## src/rtl/dtgt_pkg.sv

```systemverilog
package dtgt_pkg;

  typedef enum logic [1:0] {
    CMD_SLOW_RD = 2'b00,
    CMD_SLOW_WR = 2'b01,
    CMD_FAST_RD = 2'b10,
    CMD_FAST_WR = 2'b11
  } cmd_e;

  typedef enum logic [1:0] {
    SLOT_EMPTY = 2'd0,
    SLOT_BUSY  = 2'd1,
    SLOT_READY = 2'd2
  } slot_e;

  typedef struct packed {
    logic record;   // latch request, launch internal access
    logic capture;  // latch internal read data
    logic deliver;  // complete a matching repeat
    logic fastRd;   // register bank read
    logic fastWr;   // register bank write
  } strobes_t;

endpackage

```

## src/rtl/dtgt_ctrl.sv

```systemverilog
module dtgt_ctrl
  import dtgt_pkg::*;
#(
  parameter int DISCARD_CYCLES = 1024
) (
  input  logic     clk,
  input  logic     rstN,
  input  logic     reqValid,
  input  logic [1:0] reqCmd,
  input  logic     reqMatch,
  input  logic     intDone,
  output strobes_t str,
  output logic     rspAck,
  output logic     rspRetry,
  output logic     intStart
);

  localparam int TMR_W = (DISCARD_CYCLES > 1) ? $clog2(DISCARD_CYCLES) : 1;
  localparam logic [TMR_W-1:0] AGE_LAST = TMR_W'(DISCARD_CYCLES - 1);

  slot_e            state, stateNxt;
  logic [TMR_W-1:0] age;
  logic             slowReq, fastReq;

  assign slowReq = reqValid && !reqCmd[1];
  assign fastReq = reqValid &&  reqCmd[1];

  always_comb begin
    str         = '0;
    str.fastRd  = fastReq && !reqCmd[0];
    str.fastWr  = fastReq &&  reqCmd[0];
    str.record  = slowReq && (state == SLOT_EMPTY);
    str.deliver = slowReq && (state == SLOT_READY) && reqMatch;
    str.capture = (state == SLOT_BUSY) && intDone;
  end

  always_comb begin
    stateNxt = state;
    unique case (state)
      SLOT_EMPTY: if (str.record) stateNxt = SLOT_BUSY;
      SLOT_BUSY:  if (str.capture) stateNxt = SLOT_READY;
      SLOT_READY: if (str.deliver || (age == AGE_LAST)) stateNxt = SLOT_EMPTY;
      default:    stateNxt = SLOT_EMPTY;
    endcase
  end

  always_ff @(posedge clk or negedge rstN) begin
    if (!rstN) begin
      state    <= SLOT_EMPTY;
      age      <= '0;
      rspAck   <= 1'b0;
      rspRetry <= 1'b0;
      intStart <= 1'b0;
    end else begin
      state    <= stateNxt;
      if (state == SLOT_READY && stateNxt == SLOT_READY) age <= age + 1'b1;
      else                                               age <= '0;
      rspAck   <= fastReq || str.deliver;
      rspRetry <= slowReq && !str.deliver;
      intStart <= str.record;
    end
  end

  // each request yields exactly one response flag a cycle later
  assert_one_response_R9: assert property (@(posedge clk) disable iff (!rstN)
    reqValid |=> (rspAck ^ rspRetry));
  // silence follows an idle cycle
  assert_no_spurious_R9: assert property (@(posedge clk) disable iff (!rstN)
    !reqValid |=> (!rspAck && !rspRetry));
  // the internal start is a single-cycle pulse
  assert_start_pulse_R1: assert property (@(posedge clk) disable iff (!rstN)
    intStart |=> !intStart);
  // nothing is launched while the slot is held
  assert_no_start_held_R6: assert property (@(posedge clk) disable iff (!rstN)
    (state != SLOT_EMPTY) |=> !intStart);
  // a slow request during the outstanding access is retried
  assert_busy_retry_R6: assert property (@(posedge clk) disable iff (!rstN)
    (slowReq && state == SLOT_BUSY) |=> (rspRetry && !intStart));
  // the discard counter never runs past its limit
  assert_age_bound_R8: assert property (@(posedge clk) disable iff (!rstN)
    age <= AGE_LAST);

endmodule

```

## src/rtl/dtgt_dpath.sv

```systemverilog
module dtgt_dpath
  import dtgt_pkg::*;
#(
  parameter int ADDR_W    = 16,
  parameter int DATA_W    = 32,
  parameter int FAST_REGS = 4
) (
  input  logic                clk,
  input  logic                rstN,
  input  strobes_t            str,
  input  logic [1:0]          reqCmd,
  input  logic [ADDR_W-1:0]   reqAddr,
  input  logic [DATA_W/8-1:0] reqBe,
  input  logic [DATA_W-1:0]   reqWdata,
  input  logic [DATA_W-1:0]   intRdata,
  output logic                reqMatch,
  output logic [DATA_W-1:0]   rspData,
  output logic                intWrite,
  output logic [ADDR_W-1:0]   intAddr,
  output logic [DATA_W/8-1:0] intBe,
  output logic [DATA_W-1:0]   intWdata
);

  localparam int BE_W   = DATA_W / 8;
  localparam int FIDX_W = (FAST_REGS > 1) ? $clog2(FAST_REGS) : 1;

  logic [1:0]        recCmd;
  logic [ADDR_W-1:0] recAddr;
  logic [BE_W-1:0]   recBe;
  logic [DATA_W-1:0] recWdata;
  logic [DATA_W-1:0] bufData;
  logic [DATA_W-1:0] fastReg [FAST_REGS];
  logic [FIDX_W-1:0] fIdx;
  logic [DATA_W-1:0] mergedWr;
  logic              dataEq;

  assign fIdx = reqAddr[FIDX_W-1:0];

  // Byte-lane merge for register writes
  for (genvar b = 0; b < BE_W; b++) begin : g_lane
    assign mergedWr[b*8 +: 8] = reqBe[b] ? reqWdata[b*8 +: 8] : fastReg[fIdx][b*8 +: 8];
  end

  assign dataEq   = (recCmd != CMD_SLOW_WR) || (reqWdata == recWdata);
  assign reqMatch = (reqCmd == recCmd) && (reqAddr == recAddr) &&
                    (reqBe == recBe) && dataEq;

  always_ff @(posedge clk or negedge rstN) begin
    if (!rstN) begin
      recCmd   <= '0;
      recAddr  <= '0;
      recBe    <= '0;
      recWdata <= '0;
      bufData  <= '0;
      rspData  <= '0;
      for (int r = 0; r < FAST_REGS; r++) fastReg[r] <= '0;
    end else begin
      if (str.record) begin
        recCmd   <= reqCmd;
        recAddr  <= reqAddr;
        recBe    <= reqBe;
        recWdata <= reqWdata;
      end
      if (str.capture) bufData <= intRdata;
      if (str.fastWr) fastReg[fIdx] <= mergedWr;
      if (str.deliver)     rspData <= (recCmd == CMD_SLOW_WR) ? '0 : bufData;
      else if (str.fastRd) rspData <= fastReg[fIdx];
      else                 rspData <= '0;
    end
  end

  assign intWrite = recCmd[0];
  assign intAddr  = recAddr;
  assign intBe    = recBe;
  assign intWdata = recWdata;

  // recorded request only changes on a new record
  assert_rec_stable_R2: assert property (@(posedge clk) disable iff (!rstN)
    !str.record |=> $stable({recCmd, recAddr, recBe, recWdata}));
  // buffered result only changes on a capture
  assert_buf_stable_R3: assert property (@(posedge clk) disable iff (!rstN)
    !str.capture |=> $stable(bufData));

endmodule

```

## src/rtl/dtgt_top.sv

```systemverilog
module dtgt_top
  import dtgt_pkg::*;
#(
  parameter int ADDR_W         = 16,
  parameter int DATA_W         = 32,
  parameter int FAST_REGS      = 4,
  parameter int DISCARD_CYCLES = 1024
) (
  input  logic                clk,
  input  logic                rstN,
  input  logic                reqValid,
  input  logic [1:0]          reqCmd,
  input  logic [ADDR_W-1:0]   reqAddr,
  input  logic [DATA_W/8-1:0] reqBe,
  input  logic [DATA_W-1:0]   reqWdata,
  output logic                rspAck,
  output logic                rspRetry,
  output logic [DATA_W-1:0]   rspData,
  output logic                intStart,
  output logic                intWrite,
  output logic [ADDR_W-1:0]   intAddr,
  output logic [DATA_W/8-1:0] intBe,
  output logic [DATA_W-1:0]   intWdata,
  input  logic                intDone,
  input  logic [DATA_W-1:0]   intRdata
);

  strobes_t str;
  logic     reqMatch;

  dtgt_ctrl #(.DISCARD_CYCLES(DISCARD_CYCLES)) u_ctrl (
    .clk      (clk),
    .rstN     (rstN),
    .reqValid (reqValid),
    .reqCmd   (reqCmd),
    .reqMatch (reqMatch),
    .intDone  (intDone),
    .str      (str),
    .rspAck   (rspAck),
    .rspRetry (rspRetry),
    .intStart (intStart)
  );

  dtgt_dpath #(.ADDR_W(ADDR_W), .DATA_W(DATA_W), .FAST_REGS(FAST_REGS)) u_dpath (
    .clk      (clk),
    .rstN     (rstN),
    .str      (str),
    .reqCmd   (reqCmd),
    .reqAddr  (reqAddr),
    .reqBe    (reqBe),
    .reqWdata (reqWdata),
    .intRdata (intRdata),
    .reqMatch (reqMatch),
    .rspData  (rspData),
    .intWrite (intWrite),
    .intAddr  (intAddr),
    .intBe    (intBe),
    .intWdata (intWdata)
  );

endmodule

```

## config.mk

```make
export PLATFORM = sky130hd
export DESIGN_NAME = dtgt_top
export DESIGN_NICKNAME = d
export VERILOG_FILES = /design/src/rtl/dtgt_pkg.sv /design/src/rtl/dtgt_ctrl.sv /design/src/rtl/dtgt_dpath.sv /design/src/rtl/dtgt_top.sv
export SDC_FILE = /design/constraint.sdc
export NUM_CORES = 1
export LEC_CHECK = 0
export BUFFER_PORTS_ARGS = -buffer_cell sky130_fd_sc_hd__buf_2
export CAP_MARGIN = 30
export CORE_AREA = 2 2 148 150
export DETAILED_ROUTE_END_ITERATION = 16
export DIE_AREA = 0 0 150 152
export PLACE_DENSITY_LB_ADDON = 0.12
export SYNTH_ARGS = -nofsm -noshare
export SYNTH_HDL_FRONTEND = slang
export SYNTH_SLANG_ARGS = --single-unit
```

## constraint.sdc

```tcl
create_clock -name clk -period 5 [get_ports clk]
set_input_delay 0.25 -clock clk [delete_from_list [all_inputs] [get_ports clk]]
set_output_delay 0.25 -clock clk [all_outputs]
set_load 0.03 [all_outputs]
```

==> impl_metrics.xml, run 1 <==
<?xml version="1.0" encoding="UTF-8"?>
<metrics>
  <group name="status">
    <metric name="run_status" unit="">complete, no violations</metric>
  </group>
  <group name="drt">
    <metric name="first_pass_iters" unit="">5</metric>
    <metric name="drt.antenna.violating_nets" unit="">0</metric>
    <metric name="number_of_design_rule_violations_left_by_the_first_detailed_router_iteration" unit="">565</metric>
    <metric name="remaining_drc_errors" unit="">0</metric>
    <metric name="detail_route.wl_per_cell" unit="um">19.5</metric>
    <metric name="detailroute.via_count" unit="">8309</metric>
    <metric name="wl" unit="um">29200</metric>
    <metric name="avgViaCountPerCell" unit="">5.54</metric>
  </group>
  <group name="critical_path">
    <metric name="reg2reg_from" unit="">u_ctrl.state[0]$_DFF_PN0_</metric>
    <metric name="data_arrival_critical_path" unit="ps">3100</metric>
    <metric name="criticalPathCategory" unit="">reg -&gt; reg</metric>
    <metric name="regToRegEndpoint" unit="">u_dpath.intWdata[22]$_DFFE_PN0P_</metric>
    <metric name="crit_path_cell_trace" unit="">or3b_1 -&gt; nor2_4 -&gt; buf_4 -&gt; mux2_2</metric>
    <metric name="critical-path-max-stage-delay" unit="ps">780</metric>
    <metric name="worst-path-max-fanout" unit="">29</metric>
    <metric name="timing.critical_path.to_type" unit="">flop</metric>
    <metric name="critical-path-slowest-cell" unit="">sky130_fd_sc_hd__nor2_4</metric>
    <metric name="ff2ff_setup_slack" unit="ps">2310</metric>
    <metric name="worstRegToRegCells" unit="">4</metric>
    <metric name="startpoint_type" unit="">flop</metric>
    <metric name="critical_path_required" unit="ps">5410</metric>
  </group>
  <group name="synthesis">
    <metric name="synth.area.mux_share" unit="">0.175</metric>
    <metric name="most_area_hungry_cell_type_in_the_yosys_netlist" unit="">sky130_fd_sc_hd__dfrtp_1</metric>
    <metric name="synthXorXnorAreaFrac" unit="">0.0437</metric>
    <metric name="syn_avg_cell_area" unit="um2">11.7</metric>
    <metric name="syn-num-nets" unit="">1070</metric>
    <metric name="synth.distinct_cells" unit="">37</metric>
    <metric name="post_synth_inst_count" unit="">979</metric>
    <metric name="synth_simple_gate_area_frac" unit="">0.0977</metric>
    <metric name="async_set_or_reset_flop_fraction_in_the_synthesized_netlist" unit="">1.00</metric>
    <metric name="synth_compound_area_frac" unit="">0.0852</metric>
    <metric name="synth.top_cell.area_share" unit="">0.572</metric>
    <metric name="seq_area_frac_synth" unit="">0.572</metric>
    <metric name="synth_top_family_by_area" unit="">multiplexers</metric>
    <metric name="yosys.area_share.adder" unit="">0.00110</metric>
    <metric name="synthesis.yosys.warnings" unit="">0</metric>
    <metric name="yosys_most_used_dff" unit="">sky130_fd_sc_hd__dfrtp_1</metric>
    <metric name="postSynthRegisterBits" unit="">261</metric>
    <metric name="syn_area" unit="um2">11400</metric>
    <metric name="netlist_top_cells_area" unit="">sky130_fd_sc_hd__dfrtp_1 57%, sky130_fd_sc_hd__mux2_2 8.4%, sky130_fd_sc_hd__mux4_2 6.3%</metric>
    <metric name="synth_enable_flop_cells" unit="">0</metric>
  </group>
  <group name="placed_design">
    <metric name="pre_cts_slack" unit="ps">2350</metric>
    <metric name="gp_congestion" unit="">0.823</metric>
    <metric name="dp.final_hpwl" unit="um">18900</metric>
    <metric name="port_buffers" unit="">177</metric>
  </group>
  <group name="hold_path">
    <metric name="hold_crit_endpoint" unit="">u_dpath.intWdata[28]$_DFFE_PN0P_</metric>
    <metric name="worst_hold_path_class" unit="">in -&gt; reg</metric>
    <metric name="hold_sp" unit="">reqWdata[28]</metric>
    <metric name="worst_hold_path.num_cells" unit="">2</metric>
  </group>
  <group name="sta">
    <metric name="timing.final.hold_violations" unit="">0</metric>
    <metric name="fmaxAchievable" unit="MHz">371</metric>
    <metric name="min_period" unit="ps">2690</metric>
    <metric name="setup_viol_count_final" unit="">0</metric>
    <metric name="slew-limit-headroom" unit="">0.342</metric>
    <metric name="totalNegativeSetupSlack" unit="ps">0</metric>
    <metric name="unrepaired_setup_endpoints_after_global_routing" unit="">false</metric>
    <metric name="final.hold.worst_slack" unit="ps">13.1</metric>
    <metric name="timing.final.ws_setup" unit="ps">2310</metric>
    <metric name="skew" unit="ps">13.1</metric>
    <metric name="transition_time_at_the_pin_with_the_least_slew_margin" unit="ps">985</metric>
    <metric name="slew_violations" unit="">0</metric>
    <metric name="final_min_period_over_clock_period" unit="">0.539</metric>
  </group>
  <group name="power">
    <metric name="p_per_area" unit="nW/um2">546</metric>
    <metric name="finalPower" unit="mW">7.68</metric>
    <metric name="power.leakage" unit="nW">6.47</metric>
    <metric name="power.ir.vdd_worst" unit="uV">435</metric>
  </group>
  <group name="layout">
    <metric name="fillCellCount" unit="">1660</metric>
    <metric name="final_nets" unit="">1288</metric>
    <metric name="num_antenna_cells" unit="">0</metric>
    <metric name="final_layout_size_suffix_gt1_frac" unit="">0.293</metric>
    <metric name="postLayoutCoreUtil" unit="">0.658</metric>
    <metric name="area_growth_from_synthesis_to_layout" unit="%">23.1</metric>
  </group>
  <group name="global_routing">
    <metric name="grt_first_pass_wirelength" unit="um">45900</metric>
    <metric name="grt.total_usage" unit="">0.259</metric>
    <metric name="grt_start_max_net_pins" unit="">104</metric>
    <metric name="antenna_found_initial" unit="">0</metric>
    <metric name="grt_pass1_vias" unit="">8170</metric>
    <metric name="grt_overflow_total" unit="">0</metric>
  </group>
  <group name="clock_tree">
    <metric name="cts_made_buffers" unit="">28</metric>
    <metric name="tritoncts_num_sinks" unit="">261</metric>
    <metric name="clk_slew_on_worst_s_h_paths" unit="ps">60</metric>
    <metric name="worstSkewPairLatency" unit="ps">530</metric>
    <metric name="max-clock-path-buffers" unit="">3</metric>
    <metric name="cts_root_buffer" unit="">sky130_fd_sc_hd__clkbuf_16</metric>
    <metric name="cts_resized" unit="">0</metric>
    <metric name="cts_max_level" unit="">1</metric>
    <metric name="clock_tree_from_tritoncts" unit="">built</metric>
  </group>
  <group name="floorplanning">
    <metric name="fp.dieArea" unit="um2">22800</metric>
    <metric name="ports_placed_on_the_boundary" unit="">178</metric>
    <metric name="floorplan.initialDensity" unit="">0.535</metric>
    <metric name="floorplan.die.width" unit="um">150</metric>
    <metric name="core_region_area" unit="um2">21400</metric>
    <metric name="die_h" unit="um">152</metric>
    <metric name="num_rows" unit="">54</metric>
  </group>
  <group name="flow_run">
    <metric name="max_cap_violations" unit="">0</metric>
  </group>
</metrics>
[cells in the mapped netlist, drive strengths merged (5+ instances only)]
master	count
clkbuf	34
mux2	85
nor4	14
buf	25
mux2i	32
a22o	5
a21oi	70
nand3	7
dfrtp	261
nand2	142
nor2	74
xor2	55
o21ai	100
o2bb2ai	5
mux4	32
nor3	8
[layout by cell type (no fill, tap or decap), drive strengths merged, types with 51 or more instances in the layout]
cell type      n
dfrtp        261
buf          191
mux2          85
nand2        142
dlygate4sd3   56
xor2          55
o21ai        100
nor2          74
a21oi         70
clkbuf        51
[logic make-up (layout without fill, tap and decap cells)]
logic type	count (synthesis)	count (layout)
AOI/OAI and AO/OA	184	184
xor gates and xnor gates	57	57
adders and majority gates	1	1
buffers and inverters	61	301
DFF	261	261
muxes	149	149
and+or+nand+nor	266	266
[state kept, by name (all words and copies together), names as in the netlist]
| register | cells |
|---|---|
| u_ctrl.state | 2 |
| u_dpath.rspData | 32 |
| u_dpath.intAddr | 16 |
| u_ctrl.rspRetry | 1 |
| u_ctrl.intStart | 1 |
| u_ctrl.age | 10 |
| u_ctrl.rspAck | 1 |
| u_dpath.bufData | 32 |
| u_dpath.fastReg | 128 |
| u_dpath.intBe | 4 |
| u_dpath.recCmd | 2 |
| u_dpath.intWdata | 32 |
[layout make-up]
class	instances	area (um2)	area share
flip-flops and latches	261	6530	0.465
clock inverters	1	30.0	0.00214
repair buffers	247	1570	0.112
clock buffers	51	938	0.0668
inverters	2	7.51	0.000534
well taps	280	350	0.0249
multi-input cells	657	4620	0.329
[how the worst max path moves through the flow]
stage / start / end / slack (ps) / cells after the start
floorplan: u_ctrl.state[0]$_DFF_PN0_ / u_ctrl.age[3]$_DFF_PN0_ / 3080 / 7
global placement: reqCmd[1] / u_dpath.intWdata[12]$_DFFE_PN0P_ / 2360 / 5
detailed placement: reqCmd[1] / u_dpath.intWdata[14]$_DFFE_PN0P_ / 2350 / 5
CTS: u_ctrl.state[0]$_DFF_PN0_ / u_dpath.intWdata[14]$_DFFE_PN0P_ / 2320 / 4
global route: u_ctrl.state[0]$_DFF_PN0_ / u_dpath.intWdata[22]$_DFFE_PN0P_ / 2210 / 4
finish: u_ctrl.state[0]$_DFF_PN0_ / u_dpath.intWdata[22]$_DFFE_PN0P_ / 2310 / 4
[metal layers]
metal / GRT usage / up-vias / routed length (um) / part of all wire
met5: 0 / - / 0 / 0
met4: 0.0588 / 0 / 544 / 0.019
met3: 0.0363 / 35 / 1790 / 0.061
met2: 0.407 / 272 / 13500 / 0.46
met1: 0.389 / 4144 / 13400 / 0.46
li1: - / 3858 / - / -
[timing repair]
action	in CTS	in global routing
hold buffers	56	0
endpoints found under the hold margin	155	0
setup buffers	0	0
[stage by stage]
step                area, um2  instances
floorplan               11400        979
global placement        12500       1391
detailed placement      12500       1391
CTS                     14100       1499
global route            14100       1499
finish                  14100       1499
[critical path: cells and delay by family (launching register included)]
kind                   cells  cell delay [ps]
and+or+nand+nor            2             1240
buffers and inverters      1              520
DFF                        1              410
muxes                      1              380
[where the power goes]
group / leakage [nW] / total [mW] / internal, mW / switching [mW]
Clock: 0.476 / 2.12 / 1.30 / 0.815
Combinational: 2.78 / 2.34 / 0.949 / 1.39
Sequential: 3.22 / 3.22 / 2.77 / 0.448
Power figures use the tool's default switching activity.
==> run 2: changes to the inputs <==
Clock period 5 ns to 2.64 ns, I/O delays scaled along.
==> run 2 against run 1 <==
Power rose by 87%. Largest cell class unchanged. Sequential share of layout area fell by 1.2 points. Clock skew fell by 5.2 ps. Routed wire length rose by 4.7%. Combinational power rose by 94%. Critical endpoint is now u_ctrl.rspAck$_DFF_PN0_. Design area rose by 2.5%.
==> impl_metrics.xml, run 2 (synthesis gave the netlist of run 1 again) <==
<?xml version="1.0" encoding="UTF-8"?>
<metrics>
  <group name="status">
    <metric name="run_status" unit="">complete, no violations</metric>
  </group>
  <group name="global_routing">
    <metric name="grt_overflow_total" unit="">0</metric>
    <metric name="grt.total_usage" unit="">0.270</metric>
    <metric name="grt_start_max_net_pins" unit="">81</metric>
    <metric name="grt_pass1_vias" unit="">8574</metric>
    <metric name="grt_first_pass_wirelength" unit="um">47700</metric>
    <metric name="antenna_found_initial" unit="">1</metric>
  </group>
  <group name="clock_tree">
    <metric name="clk_slew_on_worst_s_h_paths" unit="ps">60</metric>
    <metric name="cts_root_buffer" unit="">sky130_fd_sc_hd__clkbuf_16</metric>
    <metric name="max-clock-path-buffers" unit="">3</metric>
    <metric name="postCtsSetupBuffers" unit="">0</metric>
    <metric name="cts_made_buffers" unit="">28</metric>
    <metric name="cts_max_level" unit="">1</metric>
    <metric name="worstSkewPairLatency" unit="ps">530</metric>
    <metric name="tritoncts_num_sinks" unit="">261</metric>
    <metric name="clock_tree_from_tritoncts" unit="">built</metric>
    <metric name="postCtsHoldBufs" unit="">84</metric>
    <metric name="cts_resized" unit="">0</metric>
  </group>
  <group name="critical_path">
    <metric name="timing.critical_path.to_type" unit="">flop</metric>
    <metric name="criticalPathCategory" unit="">reg -&gt; reg</metric>
    <metric name="startpoint_type" unit="">flop</metric>
    <metric name="critical_path_required" unit="ps">3080</metric>
    <metric name="ff2ff_setup_slack" unit="ps">330</metric>
    <metric name="data_arrival_critical_path" unit="ps">2750</metric>
    <metric name="worst-path-max-fanout" unit="">19</metric>
  </group>
  <group name="drt">
    <metric name="wl" unit="um">30600</metric>
    <metric name="avgViaCountPerCell" unit="">5.52</metric>
    <metric name="detail_route.wl_per_cell" unit="um">19.9</metric>
    <metric name="first_pass_iters" unit="">5</metric>
    <metric name="detailroute.via_count" unit="">8493</metric>
    <metric name="remaining_drc_errors" unit="">0</metric>
    <metric name="number_of_design_rule_violations_left_by_the_first_detailed_router_iteration" unit="">526</metric>
    <metric name="drt.antenna.violating_nets" unit="">0</metric>
  </group>
  <group name="placed_design">
    <metric name="numPlacedInstances" unit="">1405</metric>
    <metric name="gp_congestion" unit="">0.810</metric>
    <metric name="pre_cts_slack" unit="ps">304</metric>
    <metric name="dp.final_hpwl" unit="um">20300</metric>
    <metric name="port_buffers" unit="">177</metric>
  </group>
  <group name="floorplanning">
    <metric name="floorplan.initialDensity" unit="">0.535</metric>
    <metric name="ports_placed_on_the_boundary" unit="">178</metric>
    <metric name="fp.dieArea" unit="um2">22800</metric>
    <metric name="floorplan.die.width" unit="um">150</metric>
    <metric name="num_rows" unit="">54</metric>
    <metric name="die_h" unit="um">152</metric>
    <metric name="core_region_area" unit="um2">21400</metric>
  </group>
  <group name="sta">
    <metric name="fmaxAchievable" unit="MHz">434</metric>
    <metric name="timing.final.hold_violations" unit="">0</metric>
    <metric name="slew-limit-headroom" unit="">0.482</metric>
    <metric name="skew" unit="ps">7.98</metric>
    <metric name="setup_viol_count_final" unit="">0</metric>
    <metric name="min_period" unit="ps">2310</metric>
    <metric name="transition_time_at_the_pin_with_the_least_slew_margin" unit="ps">777</metric>
    <metric name="slew_violations" unit="">0</metric>
    <metric name="unrepaired_setup_endpoints_after_global_routing" unit="">false</metric>
    <metric name="final_min_period_over_clock_period" unit="">0.874</metric>
    <metric name="totalNegativeSetupSlack" unit="ps">0</metric>
    <metric name="timing.final.ws_setup" unit="ps">334</metric>
  </group>
  <group name="hold_path">
    <metric name="worst_hold_path_class" unit="">in -&gt; reg</metric>
  </group>
  <group name="layout">
    <metric name="postLayoutCoreUtil" unit="">0.675</metric>
    <metric name="layoutNonFillerInstCount" unit="">1539</metric>
    <metric name="max_flop_register" unit="">u_dpath.fastReg</metric>
    <metric name="final_nets" unit="">1330</metric>
    <metric name="area_growth_from_synthesis_to_layout" unit="%">26.2</metric>
    <metric name="final_layout_size_suffix_gt1_frac" unit="">0.294</metric>
    <metric name="num_antenna_cells" unit="">0</metric>
    <metric name="final_common_cell" unit="">sky130_fd_sc_hd__dfrtp_1</metric>
    <metric name="largest_register_ff_count" unit="">128</metric>
    <metric name="final_cell_mix" unit="">261 x sky130_fd_sc_hd__dfrtp_1, 176 x sky130_fd_sc_hd__buf_2, 142 x sky130_fd_sc_hd__nand2_1</metric>
  </group>
  <group name="power">
    <metric name="power.leakage" unit="nW">6.64</metric>
    <metric name="finalPower" unit="mW">14.4</metric>
    <metric name="p_per_area" unit="nW/um2">996</metric>
    <metric name="power.ir.vdd_worst" unit="uV">639</metric>
  </group>
  <group name="flow_run">
    <metric name="max_cap_violations" unit="">0</metric>
  </group>
</metrics>
-- run 2: cell count changes in the layout (fill, tap and decap cells not counted) --
cell,delta
sky130_fd_sc_hd__buf_12,+4
sky130_fd_sc_hd__buf_4,+10
sky130_fd_sc_hd__clkbuf_8,-5
sky130_fd_sc_hd__clkbuf_1,-1
sky130_fd_sc_hd__dlygate4sd3_1,+28
sky130_fd_sc_hd__bufinv_16,-1
sky130_fd_sc_hd__clkinv_2,+5
-- run 2: path summary, 6_finish.rpt --
check / startpoint / end / cells past startpoint
max in group asynchronous: rstN / u_dpath.recCmd[1]$_DFFE_PN0P_ / 3
min in group asynchronous: rstN / u_dpath.bufData[25]$_DFFE_PN0P_ / 2
worst min-delay path: reqBe[0] / u_dpath.intBe[0]$_DFFE_PN0P_ / 3
worst max-delay path: u_ctrl.state[0]$_DFF_PN0_ / u_ctrl.rspAck$_DFF_PN0_ / 6
worst max register to register: u_ctrl.state[0]$_DFF_PN0_ / u_ctrl.rspAck$_DFF_PN0_ / 6
worst min register to register: u_dpath.fastReg[27]$_DFFE_PN0P_ / u_dpath.fastReg[27]$_DFFE_PN0P_ / 2
-- run 2: layout make-up --
type | count | area [um2]
fillers | 1640 | 6940
clock buffers | 45 | 866
flip-flops and latches | 261 | 6530
multi-input cells | 657 | 4620
well taps | 280 | 350
repair buffers | 289 | 2010
inverters | 2 | 7.51
clock inverters | 5 | 25.0
-- run 2: metal layers --
layer / global-route usage / wire [um] / vias up
met5: 0 / 0 / -
met4: 0.0782 / 811 / 0
met3: 0.0456 / 1890 / 57
met2: 0.426 / 14300 / 267
met1: 0.391 / 13600 / 4241
li1: - / - / 3928
-- run 2: report_power, final --
part	switching (mW)	leakage [nW]	internal (mW)
combinational	2.68	2.98	1.86
sequential	0.809	3.22	5.25
clock	1.54	0.444	2.22
-- run 2: stage by stage --
| step | hold slack [ps] | cell area, um2 |
|---|---|---|
| floorplan | -164 | 11400 |
| global placement | 173 | 12700 |
| detailed placement | 177 | 12700 |
| CTS | 156 | 14400 |
| global route | 153 | 14400 |
| finish | 168 | 14400 |
-- run 2: worst max-delay path, stage by stage, from the launching register on --
cell and delay [ps]:
sky130_fd_sc_hd__dfrtp_1 400, sky130_fd_sc_hd__or3b_1 450, sky130_fd_sc_hd__nor4_1 260, sky130_fd_sc_hd__nand4_1 180, sky130_fd_sc_hd__or2_1 430, sky130_fd_sc_hd__buf_4 280, sky130_fd_sc_hd__a22oi_1 210
==> run 3: changes to the inputs <==
Settings changed: ABC_AREA set to 1, CTS_CLUSTER_DIAMETER set to 150, SKIP_LAST_GASP set to 1.
==> run 3 against run 2 <==
Clock skew rose by 5.6 ps. Critical path depth rose by 5. Register-to-register slack improved by 310 ps. Routed wire length rose by 2.5%. Largest cell class unchanged. Die area did not move. Highest routed layer is now met5. Sequential share of layout area rose by 0.099 points. Core utilization fell by 0.15 points. Via count rose by 13%. Fmax rose by 15%. Combinational power fell by 10%.
==> impl_metrics.xml, run 3 <==
<?xml version="1.0" encoding="UTF-8"?>
<metrics>
  <group name="power">
    <metric name="p_per_area" unit="nW/um2">977</metric>
    <metric name="power.leakage" unit="nW">7.27</metric>
    <metric name="power.share.switching" unit="">0.348</metric>
    <metric name="comb_power_share" unit="">0.290</metric>
    <metric name="power.share.clock" unit="">0.287</metric>
    <metric name="power.ir.vdd_worst" unit="uV">546</metric>
    <metric name="power.share.sequential" unit="">0.423</metric>
    <metric name="p_switching" unit="mW">4.90</metric>
    <metric name="power_report.internal_total" unit="mW">9.16</metric>
  </group>
  <group name="placed_design">
    <metric name="port_buffers" unit="">177</metric>
    <metric name="placed_area" unit="um2">12600</metric>
    <metric name="dp.final_hpwl" unit="um">20200</metric>
    <metric name="gp_congestion" unit="">0.822</metric>
    <metric name="pre_cts_slack" unit="ps">644</metric>
    <metric name="numPlacedInstances" unit="">1667</metric>
  </group>
  <group name="drt">
    <metric name="detail_route.wl_per_cell" unit="um">17.5</metric>
    <metric name="wl" unit="um">31400</metric>
    <metric name="number_of_design_rule_violations_left_by_the_first_detailed_router_iteration" unit="">773</metric>
    <metric name="remaining_drc_errors" unit="">0</metric>
    <metric name="drt.antenna.violating_nets" unit="">0</metric>
    <metric name="first_pass_iters" unit="">5</metric>
    <metric name="detailroute.via_count" unit="">9621</metric>
    <metric name="avgViaCountPerCell" unit="">5.35</metric>
  </group>
  <group name="sta">
    <metric name="unrepaired_setup_endpoints_after_global_routing" unit="">false</metric>
    <metric name="totalNegativeSetupSlack" unit="ps">0</metric>
    <metric name="fmaxAchievable" unit="MHz">500</metric>
    <metric name="timing.final.hold_violations" unit="">0</metric>
    <metric name="timing.final.ws_setup" unit="ps">640</metric>
    <metric name="skew" unit="ps">13.6</metric>
    <metric name="final_min_period_over_clock_period" unit="">0.757</metric>
    <metric name="setup_viol_count_final" unit="">0</metric>
    <metric name="transition_time_at_the_pin_with_the_least_slew_margin" unit="ps">982</metric>
    <metric name="slew_violations" unit="">0</metric>
    <metric name="min_period" unit="ps">2000</metric>
    <metric name="slew-limit-headroom" unit="">0.344</metric>
  </group>
  <group name="critical_path">
    <metric name="criticalPathCategory" unit="">reg -&gt; reg</metric>
    <metric name="worstRegToRegCells" unit="">11</metric>
    <metric name="startpoint_type" unit="">flop</metric>
    <metric name="crit_path_cell_trace" unit="">inv_2 -&gt; nor2_1 -&gt; nand2_1 -&gt; nor2_1 -&gt; nand2_1 -&gt; nor2_1 -&gt; nand3_1 -&gt; nor2_4 -&gt; nand2_1 -&gt; nand2_1 -&gt; nand2_1</metric>
    <metric name="critical-path-slowest-cell" unit="">sky130_fd_sc_hd__dfrtp_1</metric>
    <metric name="worst-path-max-fanout" unit="">13</metric>
    <metric name="critical_path_required" unit="ps">3040</metric>
    <metric name="timing.critical_path.from" unit="">u_ctrl.state[1]$_DFF_PN0_</metric>
    <metric name="critical_path.most_common_cell" unit="">sky130_fd_sc_hd__nand2_1</metric>
    <metric name="timing.critical_path.to_type" unit="">flop</metric>
    <metric name="reg2reg_from" unit="">u_ctrl.state[1]$_DFF_PN0_</metric>
    <metric name="data_arrival_critical_path" unit="ps">2400</metric>
    <metric name="critical-path-max-stage-delay" unit="ps">420</metric>
  </group>
  <group name="synthesis">
    <metric name="async_set_or_reset_flop_fraction_in_the_synthesized_netlist" unit="">1.00</metric>
    <metric name="seq_area_frac_synth" unit="">0.572</metric>
    <metric name="most_area_hungry_cell_type_in_the_yosys_netlist" unit="">sky130_fd_sc_hd__dfrtp_1</metric>
    <metric name="synth.top_cell.area_share" unit="">0.572</metric>
    <metric name="synth_enable_flop_cells" unit="">0</metric>
    <metric name="postSynthRegisterBits" unit="">261</metric>
    <metric name="post_synth_inst_count" unit="">1260</metric>
    <metric name="synth.distinct_cells" unit="">23</metric>
    <metric name="synthMostInstantiatedCell" unit="">sky130_fd_sc_hd__nand2_1</metric>
    <metric name="netlist_top_cells_count" unit="">439 x sky130_fd_sc_hd__nand2_1, 261 x sky130_fd_sc_hd__dfrtp_1, 171 x sky130_fd_sc_hd__o21ai_0</metric>
    <metric name="netlist_top_cells_area" unit="">sky130_fd_sc_hd__dfrtp_1 57%, sky130_fd_sc_hd__nand2_1 14%, sky130_fd_sc_hd__o21ai_0 7.5%</metric>
    <metric name="yosys_most_used_dff" unit="">sky130_fd_sc_hd__dfrtp_1</metric>
    <metric name="syn-num-nets" unit="">1351</metric>
    <metric name="synthesis.yosys.warnings" unit="">0</metric>
    <metric name="syn_area" unit="um2">11400</metric>
    <metric name="syn_avg_cell_area" unit="um2">9.07</metric>
  </group>
  <group name="global_routing">
    <metric name="grt_first_pass_wirelength" unit="um">50900</metric>
    <metric name="grt_pass1_vias" unit="">9515</metric>
    <metric name="grt.total_usage" unit="">0.280</metric>
    <metric name="antenna_found_initial" unit="">1</metric>
    <metric name="grt_overflow_total" unit="">0</metric>
    <metric name="grt_start_max_net_pins" unit="">78</metric>
  </group>
  <group name="layout">
    <metric name="stdcell_area" unit="um2">14400</metric>
    <metric name="layoutNonFillerInstCount" unit="">1799</metric>
    <metric name="num_antenna_cells" unit="">0</metric>
    <metric name="final_cell_mix" unit="">439 x sky130_fd_sc_hd__nand2_1, 261 x sky130_fd_sc_hd__dfrtp_1, 176 x sky130_fd_sc_hd__buf_2</metric>
    <metric name="area_growth_from_synthesis_to_layout" unit="%">25.9</metric>
    <metric name="fillCellCount" unit="">1704</metric>
    <metric name="final_common_cell" unit="">sky130_fd_sc_hd__nand2_1</metric>
    <metric name="final_nets" unit="">1593</metric>
    <metric name="postLayoutCoreUtil" unit="">0.674</metric>
    <metric name="max_flop_register" unit="">u_dpath.fastReg</metric>
    <metric name="final_layout_size_suffix_gt1_frac" unit="">0.186</metric>
    <metric name="largest_register_ff_count" unit="">128</metric>
  </group>
  <group name="hold_path">
    <metric name="worst_hold_path.num_cells" unit="">3</metric>
    <metric name="hold_sp" unit="">reqBe[3]</metric>
    <metric name="worst_hold_path_class" unit="">in -&gt; reg</metric>
  </group>
  <group name="clock_tree">
    <metric name="tritoncts_num_sinks" unit="">261</metric>
    <metric name="max-clock-path-buffers" unit="">3</metric>
    <metric name="clk_slew_on_worst_s_h_paths" unit="ps">60</metric>
    <metric name="cts_resized" unit="">0</metric>
    <metric name="cts_made_buffers" unit="">28</metric>
    <metric name="cts_max_level" unit="">1</metric>
    <metric name="postCtsHoldBufs" unit="">85</metric>
    <metric name="clock_tree_from_tritoncts" unit="">built</metric>
    <metric name="worstSkewPairLatency" unit="ps">540</metric>
    <metric name="cts_root_buffer" unit="">sky130_fd_sc_hd__clkbuf_16</metric>
    <metric name="postCtsSetupBuffers" unit="">0</metric>
  </group>
  <group name="status">
    <metric name="run_status" unit="">complete, no violations</metric>
  </group>
  <group name="flow_run">
    <metric name="max_cap_violations" unit="">0</metric>
  </group>
  <group name="floorplanning">
    <metric name="floorplan.die.width" unit="um">150</metric>
    <metric name="core_region_area" unit="um2">21400</metric>
    <metric name="fp.dieArea" unit="um2">22800</metric>
    <metric name="num_rows" unit="">54</metric>
    <metric name="die_h" unit="um">152</metric>
    <metric name="ports_placed_on_the_boundary" unit="">178</metric>
    <metric name="floorplan.initialDensity" unit="">0.535</metric>
  </group>
</metrics>
==> run 3: worst max-delay path: cells and delay by family (launching register included) <==
| kind | cells | cell delay, ps |
|---|---|---|
| buffers and inverters | 1 | 70 |
| DFF | 1 | 420 |
| and+or+nand+nor | 10 | 1380 |
==> run 3: cell type report <==
type,count,area [um2],share of cell area
clock buffer,39,833,0.0579
clock inverter,8,123,0.00853
inverter,64,240,0.0167
multi-input combinational,866,4380,0.304
sequential,261,6530,0.454
tap,280,350,0.0244
timing repair buffer,281,1930,0.134
==> run 3: cells by family (layout without fill, tap and decap cells) <==
logic type / Yosys count / after routing / synth area share
buf+inv: 133 / 392 / 0.0473
xor+xnor: 46 / 46 / 0.0353
simple gates: 532 / 532 / 0.190
mux: 32 / 32 / 0.0315
fa+ha+maj: 1 / 1 / 0.00109
compound gates: 255 / 255 / 0.124
flops: 261 / 261 / 0.572
==> run 3: per-stage QoR <==
| step | hold WS [ps] | total power [mW] |
|---|---|---|
| 4_1_cts | 6.08 | 14.1 |
| 2_1_floorplan | -164 | 8.61 |
| 3_5_place_dp | 143 | 9.95 |
| 6_report | 26.0 | 14.1 |
| 3_3_place_gp | 143 | 9.82 |
| 5_1_grt | 43.1 | 14.9 |
==> run 3: worst paths after layout <==
kind | end | slack [ps]
max in group asynchronous | u_dpath.fastReg[13]$_DFFE_PN0P_ | 1470
min in group asynchronous | u_dpath.bufData[26]$_DFFE_PN0P_ | 140
worst max register to register | u_ctrl.state[1]$_DFF_PN0_ | 640
worst min-delay path | u_dpath.intBe[3]$_DFFE_PN0P_ | 30
worst min register to register | u_ctrl.age[0]$_DFF_PN0_ | 460
worst max-delay path | u_ctrl.state[1]$_DFF_PN0_ | 640
==> run 3: routing by layer <==
metal	routed length, um	vias to the layer above	global-route usage
li1	-	4595	-
met1	14200	4634	0.416
met2	14200	332	0.425
met3	2290	58	0.0508
met4	723	2	0.0777
met5	11	-	0
==> run 3: power groups by stage <==
| stage | sequential [mW] | combinational (mW) | clock, mW |
|---|---|---|---|
| 3_5_place_dp | 5.98 | 3.96 | 0 |
| 6_report | 5.94 | 4.08 | 4.03 |
| 2_1_floorplan | 6.69 | 1.92 | 0 |
| 5_1_grt | 6.09 | 4.50 | 4.26 |
| 4_1_cts | 5.93 | 4.08 | 4.08 |
| 3_3_place_gp | 5.94 | 3.88 | 0 |
